==> config.mk <==
export PLATFORM = sky130hd
export DESIGN_NAME = crc_engine
export DESIGN_NICKNAME = d
export VERILOG_FILES = /design/src/rtl/crc_pkg.sv /design/src/rtl/crc_in_cond.sv /design/src/rtl/crc_fold.sv /design/src/rtl/crc_out_cond.sv /design/src/rtl/crc_engine.sv
export SDC_FILE = /design/constraint.sdc
export NUM_CORES = 1
export LEC_CHECK = 0
export ABC_AREA = 1
export BUFFER_PORTS_ARGS = -buffer_cell sky130_fd_sc_hd__buf_2
export CAP_MARGIN = 20
export CORE_UTILIZATION = 57
export DETAILED_ROUTE_END_ITERATION = 8
export PLACE_DENSITY = 0.79
export SYNTH_ARGS = -nofsm -noshare
export SYNTH_HDL_FRONTEND = slang
export SYNTH_SLANG_ARGS = --single-unit
export TNS_END_PERCENT = 1
==> constraint.sdc <==
create_clock -name clk -period 20.7 [get_ports clk]
set_input_delay 5.175 -clock clk [delete_from_list [all_inputs] [get_ports clk]]
set_output_delay 5.175 -clock clk [all_outputs]
set_load 0.1 [all_outputs]
==> src/rtl/crc_pkg.sv <==
package crc_pkg;

  localparam int CRC_W = 32;

  typedef enum logic [1:0] {
    POLY_CCITT = 2'b00,
    POLY_C8    = 2'b01,
    POLY_C16   = 2'b10,
    POLY_C32   = 2'b11
  } poly_sel_e;

  typedef enum logic [1:0] {
    WID_8   = 2'b00,
    WID_16  = 2'b01,
    WID_32  = 2'b10,
    WID_RSV = 2'b11
  } wr_width_e;

  // control word layout; bit positions are software-visible
  typedef struct packed {
    poly_sel_e mode;     // 31:30
    wr_width_e wid;      // 29:28
    logic      out_inv;  // 27
    logic      in_inv;   // 26
    logic      out_rev;  // 25
    logic      in_rev;   // 24
    logic [22:0] spare;  // 23:1
    logic      eng_rst;  // 0
  } ctl_t;

  function automatic logic [5:0] mode_bits(poly_sel_e m);
    case (m)
      POLY_C8:  mode_bits = 6'd8;
      POLY_C32: mode_bits = 6'd32;
      default:  mode_bits = 6'd16;
    endcase
  endfunction

  function automatic logic [CRC_W-1:0] mode_poly(poly_sel_e m);
    case (m)
      POLY_CCITT: mode_poly = 32'h0000_1021;
      POLY_C8:    mode_poly = 32'h0000_0007;
      POLY_C16:   mode_poly = 32'h0000_8005;
      default:    mode_poly = 32'h04C1_1DB7;
    endcase
  endfunction

  function automatic logic [CRC_W-1:0] mode_mask(poly_sel_e m);
    case (m)
      POLY_C8:  mode_mask = 32'h0000_00FF;
      POLY_C32: mode_mask = 32'hFFFF_FFFF;
      default:  mode_mask = 32'h0000_FFFF;
    endcase
  endfunction

  function automatic logic [7:0] rev8(logic [7:0] b);
    for (int i = 0; i < 8; i++) rev8[i] = b[7-i];
  endfunction

  function automatic logic [CRC_W-1:0] rev_full(logic [CRC_W-1:0] v);
    for (int i = 0; i < CRC_W; i++) rev_full[i] = v[CRC_W-1-i];
  endfunction

  // one byte into a remainder held left-aligned in CRC_W bits
  function automatic logic [CRC_W-1:0] byte_step(logic [CRC_W-1:0] r_al,
                                                 logic [7:0] b,
                                                 logic [CRC_W-1:0] p_al);
    logic [CRC_W-1:0] r;
    r = r_al ^ {b, {(CRC_W-8){1'b0}}};
    for (int i = 0; i < 8; i++) begin
      if (r[CRC_W-1]) r = (r << 1) ^ p_al;
      else            r = r << 1;
    end
    return r;
  endfunction

endpackage

==> src/rtl/crc_in_cond.sv <==
module crc_in_cond
  import crc_pkg::*;
#(
  parameter int DATA_W = 32
) (
  input  logic [DATA_W-1:0] din,
  input  logic              in_rev,
  input  logic              in_inv,
  output logic [DATA_W-1:0] dout
);
  localparam int BYTES = DATA_W / 8;

  for (genvar g = 0; g < BYTES; g++) begin : g_lane
    logic [7:0] lane;
    logic [7:0] lane_r;
    assign lane   = din[8*g +: 8];
    assign lane_r = in_rev ? rev8(lane) : lane;
    // complement is taken on the already reordered lane
    assign dout[8*g +: 8] = lane_r ^ {8{in_inv}};
  end
endmodule

==> src/rtl/crc_fold.sv <==
module crc_fold
  import crc_pkg::*;
#(
  parameter int DATA_W = 32
) (
  input  logic [CRC_W-1:0]  rem_in,
  input  logic [DATA_W-1:0] din,
  input  poly_sel_e         mode,
  input  wr_width_e         wid,
  output logic [CRC_W-1:0]  rem_out
);
  localparam int BYTES = DATA_W / 8;
  localparam int CNT_W = $clog2(BYTES + 1);

  logic [5:0]       sh;
  logic [CRC_W-1:0] poly_al;
  logic [CNT_W-1:0] used;
  logic [CRC_W-1:0] stage [0:BYTES];

  always_comb begin
    sh      = 6'(CRC_W) - mode_bits(mode);
    poly_al = mode_poly(mode) << sh;
    case (wid)
      WID_8:   used = CNT_W'(1);
      WID_16:  used = CNT_W'(2);
      default: used = CNT_W'(BYTES);
    endcase
  end

  assign stage[0] = (rem_in & mode_mask(mode)) << sh;

  // byte lanes in ascending order; unused lanes pass the remainder through
  for (genvar g = 0; g < BYTES; g++) begin : g_step
    assign stage[g+1] = (CNT_W'(g) < used) ? byte_step(stage[g], din[8*g +: 8], poly_al)
                                           : stage[g];
  end

  assign rem_out = stage[BYTES] >> sh;
endmodule

==> src/rtl/crc_out_cond.sv <==
module crc_out_cond
  import crc_pkg::*;
(
  input  logic [CRC_W-1:0] rem,
  input  poly_sel_e        mode,
  input  logic             out_rev,
  input  logic             out_inv,
  output logic [CRC_W-1:0] sum
);
  logic [5:0]       sh;
  logic [CRC_W-1:0] mask;
  logic [CRC_W-1:0] ordered;

  always_comb begin
    sh      = 6'(CRC_W) - mode_bits(mode);
    mask    = mode_mask(mode);
    ordered = out_rev ? (rev_full(rem) >> sh) : rem;
    sum     = (ordered & mask) ^ (out_inv ? mask : '0);
  end
endmodule

==> src/rtl/crc_engine.sv <==
module crc_engine
  import crc_pkg::*;
#(
  parameter int DATA_W = 32,
  parameter int ADDR_W = 3
) (
  input  logic              clk,
  input  logic              rst_n,
  input  logic              bus_valid,
  input  logic              bus_write,
  input  logic [ADDR_W-1:0] bus_addr,
  input  logic [DATA_W-1:0] bus_wdata,
  output logic [DATA_W-1:0] bus_rdata,
  output logic              irq
);
  localparam logic [ADDR_W-1:0] A_CTL  = ADDR_W'(0);
  localparam logic [ADDR_W-1:0] A_SEED = ADDR_W'(1);
  localparam logic [ADDR_W-1:0] A_DATA = ADDR_W'(2);
  localparam logic [ADDR_W-1:0] A_SUM  = ADDR_W'(3);
  localparam logic [ADDR_W-1:0] A_IEN  = ADDR_W'(4);
  localparam logic [ADDR_W-1:0] A_STS  = ADDR_W'(5);

  ctl_t             ctl_q, ctl_d;
  logic [CRC_W-1:0] seed_q, seed_d;
  logic [CRC_W-1:0] rem_q, rem_d;
  logic             ien_q, ien_d;
  logic             sts_q, sts_d;

  logic ctl_wr, seed_wr, data_wr, ien_wr, sts_wr;
  logic [CRC_W-1:0]  fold_base;
  logic [CRC_W-1:0]  fold_res;
  logic [DATA_W-1:0] data_c;
  logic [CRC_W-1:0]  sum;

  // write decode
  always_comb begin
    ctl_wr  = bus_valid && bus_write && (bus_addr == A_CTL);
    seed_wr = bus_valid && bus_write && (bus_addr == A_SEED);
    data_wr = bus_valid && bus_write && (bus_addr == A_DATA);
    ien_wr  = bus_valid && bus_write && (bus_addr == A_IEN);
    sts_wr  = bus_valid && bus_write && (bus_addr == A_STS);
  end

  // a pending engine reset makes the seed the base of a same-cycle fold
  assign fold_base = ctl_q.eng_rst ? seed_q : rem_q;

  crc_in_cond #(.DATA_W(DATA_W)) i_in_cond (
    .din    (bus_wdata),
    .in_rev (ctl_q.in_rev),
    .in_inv (ctl_q.in_inv),
    .dout   (data_c)
  );

  crc_fold #(.DATA_W(DATA_W)) i_fold (
    .rem_in  (fold_base),
    .din     (data_c),
    .mode    (ctl_q.mode),
    .wid     (ctl_q.wid),
    .rem_out (fold_res)
  );

  crc_out_cond i_out_cond (
    .rem     (rem_q),
    .mode    (ctl_q.mode),
    .out_rev (ctl_q.out_rev),
    .out_inv (ctl_q.out_inv),
    .sum     (sum)
  );

  // next state
  always_comb begin
    ctl_d = ctl_q;
    if (ctl_wr)             ctl_d = ctl_t'(bus_wdata);
    else if (ctl_q.eng_rst) ctl_d.eng_rst = 1'b0;

    seed_d = seed_wr ? bus_wdata : seed_q;

    rem_d = rem_q;
    if (data_wr)            rem_d = fold_res;
    else if (ctl_q.eng_rst) rem_d = seed_q;

    ien_d = ien_wr ? bus_wdata[0] : ien_q;

    sts_d = sts_q;
    if (sts_wr && bus_wdata[0]) sts_d = 1'b0;
    if (data_wr)                sts_d = 1'b1;
  end

  // registers
  always_ff @(posedge clk or negedge rst_n) begin
    if (!rst_n) begin
      ctl_q  <= '0;
      seed_q <= '0;
      rem_q  <= '0;
      ien_q  <= 1'b0;
      sts_q  <= 1'b0;
    end else begin
      ctl_q  <= ctl_d;
      seed_q <= seed_d;
      rem_q  <= rem_d;
      ien_q  <= ien_d;
      sts_q  <= sts_d;
    end
  end

  // read path
  always_comb begin
    bus_rdata = '0;
    case (bus_addr)
      A_CTL:   bus_rdata = DATA_W'(ctl_q);
      A_SEED:  bus_rdata = seed_q;
      A_SUM:   bus_rdata = sum;
      A_IEN:   bus_rdata = DATA_W'(ien_q);
      A_STS:   bus_rdata = DATA_W'(sts_q);
      default: bus_rdata = '0;
    endcase
  end

  assign irq = sts_q & ien_q;
endmodule

==> qor.yml, run 1 <==
run_status:
  status: "finished, final reports clean"
clock_tree:
  postCtsResizedCells: 0
  clk_pin_slew_ns: 0.08
  insertion_delay_ns: 0.37
  postCtsSetupRepairBufs: 0
  cts_tree: "built"
  cts_made_buffers: 9
  cts_max_path_buffers: 2
  clock_sinks: 98
  cts.htree.levels: 3
  postCtsHoldBufs: 0
  cts_root_buffer: "clkbuf_16"
routing:
  routed_wl_um: 90200
  vias_per_cell: 5.98
  wl_per_cell_um: 21.5
  routed-via-count: 25126
  drc: 0
  first_pass_iters: 7
  drtAntennaViolNets: 0
  drt_iter0_drc: 4198
yosys:
  async_flop_share: 1.00
  ys_seq_area_frac: 0.108
  synth.avg_cell_area_um2: 6.03
  synth_edf_count: 0
  ys_warn_count: 0
  synth.distinct_cells: 62
  syn_inst: 3751
  synth-seq-cells: 98
  netlist_area_um2: 22600
  synth_flop_cell: "dfrtp_1"
  syn_nets: 3796
place:
  gp_congestion: 1.06
  placed_cells: 4181
  io_buffers: 71
  placed_cell_area_um2: 22300
  dp_hpwl_um: 68500
worst_setup_path:
  worst-setup-path-type: "input port to flop"
  critical_path.slowest_cell: "nand2_2"
  slowest_delay_ns: 0.33
  cp.arrival_ns: 17.57
  r2r_cells: 91
  cpLargestDelayFamily: "simple AND/OR/NAND/NOR gates"
  path_max_fanout: 19
  worst_path_most_repeated_cell: "nand2_2"
  start_kind: "input port"
  worstPathRequired_ns: 21.01
  rr_startpoint: "ctl_q[31]"
  r2r_slack_ns: 5.94
  r2r_end: "rem_q[15]"
  crit_buf_inv: 4
  end_kind: "flop"
floorplanning:
  dieArea_um2: 40500
  fp.dieH_um: 201
  die_w_um: 201
  initial_utilization: 0.581
  core.rowCount: 72
  core_um2: 38900
  top_level_ports: 72
finish:
  fin_area_um2: 22600
  drive_gt1_frac: 0.150
  fin_cells: 4200
  syn2layout_area_growth_pct: -0.0497
  final_util: 0.581
  fin_nets: 3721
timing:
  worst_pin_slew_ns: 1.05
  tns_ns: 0
  finalCritPeriodShare: 0.834
  skew_ns: 0.0104
  relSlewSlack: 0.300
  setup_viol: 0
  rsz0062_at_grt: "no"
  hold_violations: 0
  maxSlewViolCount: 0
  min_period_ns: 17.26
  fmax_mhz: 57.9
worst_hold_path:
  worstHoldEndpoint: "ctl_q[3]"
  hold_class: "flop to flop"
  hold_depth: 2
  hp-start: "ctl_q[3]"
grt:
  antenna_found_initial: 1
  grt_pass1_vias: 22305
  grt_pass1_wl_um: 136000
  grt_usage: 0.436
  gr-total-overflow: 0
  grt_start_max_net_pins: 66
job:
  drv_cap: 0
==> worst max-delay path by stage <==
stage	startpoint	endpoint	cells past startpoint
after CTS	bus_wdata[0]	rem_q[15]	88
after global placement	bus_wdata[0]	rem_q[15]	88
after floorplan	bus_addr[0]	bus_rdata[0]	5
final	bus_wdata[0]	rem_q[15]	88
after global routing	bus_wdata[0]	rem_q[15]	88
after detailed placement	bus_wdata[0]	rem_q[15]	88
==> worst min-delay path: stages, from the launching register on <==
cell,delay [ns]
dfrtp_1,0.35
nand2_1,0.05
o21ai_0,0.06
==> cell usage after synthesis (60+ instances only) <==
library cell     n  area, um2
nand2_4         60        676
nand2_2        140        876
clkbuf_1        62        233
a21oi_1        101        505
xnor2_1        134       1170
nand3_2         79        791
o21ai_0        241       1210
clkbuf_8        61        840
nand2_1       1343       5040
nor2_1         162        608
nand3_1        330       1650
xor2_1         253       2220
dfrtp_1         98       2450
inv_1          266        998
==> layout by cell type, fill, tap and decap left out, types with 5 or more instances in the layout <==
cell type  synthesis  layout
o21ai_2           24      24
nor2_1           162     160
a221o_1            8       8
nor3_1             7       5
clkbuf_16          0       9
buf_2              7      70
inv_2             23      23
nand3b_1          21      21
o21ai_1           36      36
o221ai_1           9       9
xor2_1           253     253
buf_4             11      39
a31oi_1            7       7
a221oi_1           9       9
o21ai_0          241     241
or2_2             18      18
clkinv_1          11      11
nand2_2          140     142
o22ai_1            7       7
a211oi_1           8       8
inv_4              7       8
nand3_1          330     330
o211ai_1          29      29
a21oi_1          101     100
or2_1              6       6
nor2_4             9      10
nor2_2            16      17
xor2_2             6       6
nand2_1         1343    1341
nand2_8            5       5
nand3_4            9       9
nand3_2           79      79
inv_1            266     265
dfrtp_1           98      95
nand2_4           60      60
nand4_1           37      37
xnor2_1          134     134
==> through the flow <==
step / setup slack (ns) / hold WS [ns]
finish: 3.44 / 0.489
global placement: 3.79 / 0.466
floorplan: 7.53 / 0.453
global route: 2.41 / 0.509
detailed placement: 3.35 / 0.474
CTS: 3.69 / 0.491
==> state kept, by name (all words and copies together) (netlist names) <==
name	flops
ien_q	1
sts_q	1
seed_q	32
ctl_q	32
rem_q	32
==> cells by family (layout without fill, tap and decap cells) <==
logic type | after synthesis | count (layout) | share of synthesized area
AO/OA/AOI/OAI | 495 | 495 | 0.126
flip-flops | 98 | 98 | 0.108
multiplexers | 2 | 2 | 0.000885
buffers and inverters | 506 | 436 | 0.130
adder cells (fa/ha/maj) | 6 | 6 | 0.00332
other | 0 | 1 | 0
XOR/XNOR | 395 | 395 | 0.156
AND/OR/NAND/NOR | 2249 | 2249 | 0.476
==> layer usage <==
layer / vias to the layer above / track usage / wire length, um / share of wire
met5: - / 0 / 0 / 0
met4: 0 / 0.212 / 5220 / 0.058
met1: 11242 / 0.609 / 35800 / 0.40
met2: 1745 / 0.637 / 37000 / 0.41
li1: 11841 / - / - / -
met3: 298 / 0.0875 / 12200 / 0.13
==> area by class of cell <==
class | count | area [um2]
Clock inverter | 7 | 83.8
Clock buffer | 9 | 225
Tap cell | 518 | 648
Fill cell | 4072 | 16300
Inverter | 309 | 1190
Antenna cell | 1 | 2.50
Sequential cell | 98 | 2460
Timing Repair Buffer | 111 | 691
Multi-Input combinational cell | 3147 | 17300
Power of run 1 is left out: the tool's default activity adds up to more than one toggle a clock period on the data nets, which glitch-free logic cannot reach.
==> run 2, diff against run 1 <==
--- a/config.mk
+++ b/config.mk
@@ -5,7 +5,7 @@
 export SDC_FILE = /design/constraint.sdc
 export NUM_CORES = 1
 export LEC_CHECK = 0
-export ABC_AREA = 1
+export ABC_AREA = 0
 export BUFFER_PORTS_ARGS = -buffer_cell sky130_fd_sc_hd__buf_2
 export CAP_MARGIN = 20
 export CORE_UTILIZATION = 57
==> constraint.sdc (replaced) <==
create_clock -name clk -period 17.1 [get_ports clk]
set_input_delay 4.275 -clock clk [delete_from_list [all_inputs] [get_ports clk]]
set_output_delay 4.275 -clock clk [all_outputs]
set_load 0.1 [all_outputs]
==> run 2 against run 1 <==
Sequential cell count unchanged. Synthesized cell count decreased by 25%. Clock skew about the same. Synthesized area decreased by 5.5%. Via count decreased by 8.6%. Count of clock-buffer cells in the layout increased by 1. Cell area increased by 4.4%. Non-clock buffer count increased by 162. Critical endpoint is now rem_q[0].
==> qor.yml, run 2 <==
yosys:
  synth_flop_cell: "dfrtp_1"
  synth_edf_count: 0
  async_flop_share: 1.00
  ys_warn_count: 0
  ys_seq_area_frac: 0.115
  syn_nets: 2853
  synth.most_common_cell: "xnor2_1"
  synth_top_area_frac: 0.211
  ys_top_cells_by_area: "xnor2_1 (21%), dfrtp_1 (11%), nand2_1 (5.7%)"
  synth-seq-cells: 98
  netlist_top_cells_count: "xnor2_1 (515), nand2_1 (327), nor2_1 (262), o21ai_0 (144), xor2_1 (129)"
  synth_largest_area_cell: "xnor2_1"
  synth.avg_cell_area_um2: 7.61
  netlist_area_um2: 21400
  syn_inst: 2808
  synth.distinct_cells: 113
place:
  io_buffers: 71
  dp_hpwl_um: 70300
  gp_congestion: 1.03
timing:
  hold_violations: 0
  setup_viol: 0
  finalCritPeriodShare: 0.977
  min_period_ns: 16.71
  worst_pin_slew_ns: 1.22
  skew_ns: 0.0105
  relSlewSlack: 0.185
  fmax_mhz: 59.9
  maxSlewViolCount: 0
worst_setup_path:
  cp.arrival_ns: 16.97
  critical_path.slowest_cell: "xnor3_1"
  startpoint: "bus_wdata[6]"
  worst-setup-path-type: "input port to flop"
  start_kind: "input port"
  slowest_delay_ns: 0.56
  end_kind: "flop"
  path_max_fanout: 12
  worstPathRequired_ns: 17.36
  r2r_slack_ns: 2.16
  rr_startpoint: "ctl_q[31]"
floorplanning:
  initial_utilization: 0.581
  dieArea_um2: 38300
  fp.dieH_um: 196
  top_level_ports: 72
  core.rowCount: 70
  die_w_um: 196
  core_um2: 36800
grt:
  grt_start_max_net_pins: 96
  antenna_found_initial: 4
  grtUsageMet2: 0.696
  grt_pass1_wl_um: 136000
  met1_usage: 0.635
  gr-total-overflow: 0
  met3_usage: 0.109
  top_usage_layer: "met2"
  grt_usage: 0.475
  grt_pass1_vias: 21332
clock_tree:
  cts_max_path_buffers: 2
  cts.htree.levels: 3
  cts_made_buffers: 9
  clk_pin_slew_ns: 0.07
  cts_tree: "built"
  insertion_delay_ns: 0.36
  clock_sinks: 98
  cts_root_buffer: "clkbuf_16"
  postCtsHoldBufs: 0
routing:
  drt_iter0_drc: 3191
  vias_per_cell: 6.85
  routed_wl_um: 93200
  drtAntennaViolNets: 0
  routed-via-count: 22974
  drc: 0
  wl_per_cell_um: 27.8
  first_pass_iters: 8
finish:
  final_cell_mix: "xnor2_1 (505), nand2_1 (327), nor2_1 (261)"
  drive_gt1_frac: 0.188
  fin_nets: 2923
  syn2layout_area_growth_pct: 10.5
  reg_top3: "ctl_q: 32 flops, rem_q: 32 flops, seed_q: 32 flops"
  layout_commonest_cell: "xnor2_1"
  final_util: 0.642
run_status:
  status: "finished, final reports clean"
worst_hold_path:
  hp-start: "ctl_q[17]"
  hold_class: "flop to flop"
job:
  drv_cap: 0
run 2: final cells by class:
| cell class | count | area (um2) |
|---|---|---|
| antenna | 2 | 5.00 |
| multi-input combinational | 2464 | 18200 |
| timing repair buffer | 273 | 1890 |
| fill | 3294 | 13200 |
| clock inverter | 6 | 96.3 |
| tap | 468 | 586 |
| inverter | 32 | 120 |
| sequential | 98 | 2460 |
| clock buffer | 10 | 239 |
run 2: layer usage:
| layer | up-vias | routed length [um] |
|---|---|---|
| li1 | 10008 | - |
| met1 | 10932 | 35900 |
| met2 | 1697 | 38500 |
| met3 | 335 | 12100 |
| met4 | 2 | 6630 |
| met5 | - | 16 |
run 2: per-stage QoR:
step	hold WS (ns)	setup WS [ns]	TNS, ns	area [um2]	instances
2_1_floorplan	0.481	0.559	0	21400	2808
3_3_place_gp	0.490	0.134	0	22900	3327
3_5_place_dp	0.496	-0.160	-0.558	22900	3327
4_1_cts	0.513	0.170	0	23200	3343
5_1_grt	0.525	-0.152	-0.697	23600	3351
6_report	0.512	0.395	0	23600	3353
run 2: logic make-up (layout without fill, tap and decap cells):
| family | Yosys count | in the layout | share of synthesized area |
|---|---|---|---|
| multiplexers | 181 | 181 | 0.0911 |
| AND/OR/NAND/NOR | 921 | 921 | 0.200 |
| other | 0 | 2 | 0 |
| AO/OA/AOI/OAI | 645 | 645 | 0.207 |
| flip-flops | 98 | 98 | 0.115 |
| XOR/XNOR | 711 | 711 | 0.332 |
| adder cells (fa/ha/maj) | 6 | 6 | 0.00351 |
| buffers and inverters | 246 | 321 | 0.0522 |
run 2: worst max-delay path: cells and delay by family:
kind / cells / cell delay [ns]
xor gates and xnor gates: 14 / 4.90
AOI/OAI and AO/OA: 14 / 3.36
buffers and inverters: 5 / 0.88
and+or+nand+nor: 12 / 2.96
muxes: 2 / 0.55
run 2: what timing repair did:
action                     in CTS  in global routing
hold endpoints to repair        0                  0
setup endpoints to repair       0                 32
gates resized for setup         0                 68
setup buffers                   0                  7
run 2: worst paths after layout:
kind / depth (start not counted) / end
setup / recovery: 47 / rem_q[0]
hold / removal: 1 / ctl_q[17]
setup reg to reg: 49 / rem_q[0]
hold reg to reg: 1 / ctl_q[17]
max in group asynchronous: 2 / ctl_q[0]
min in group asynchronous: 1 / rem_q[26]
Power of run 2 is left out for the same reason.
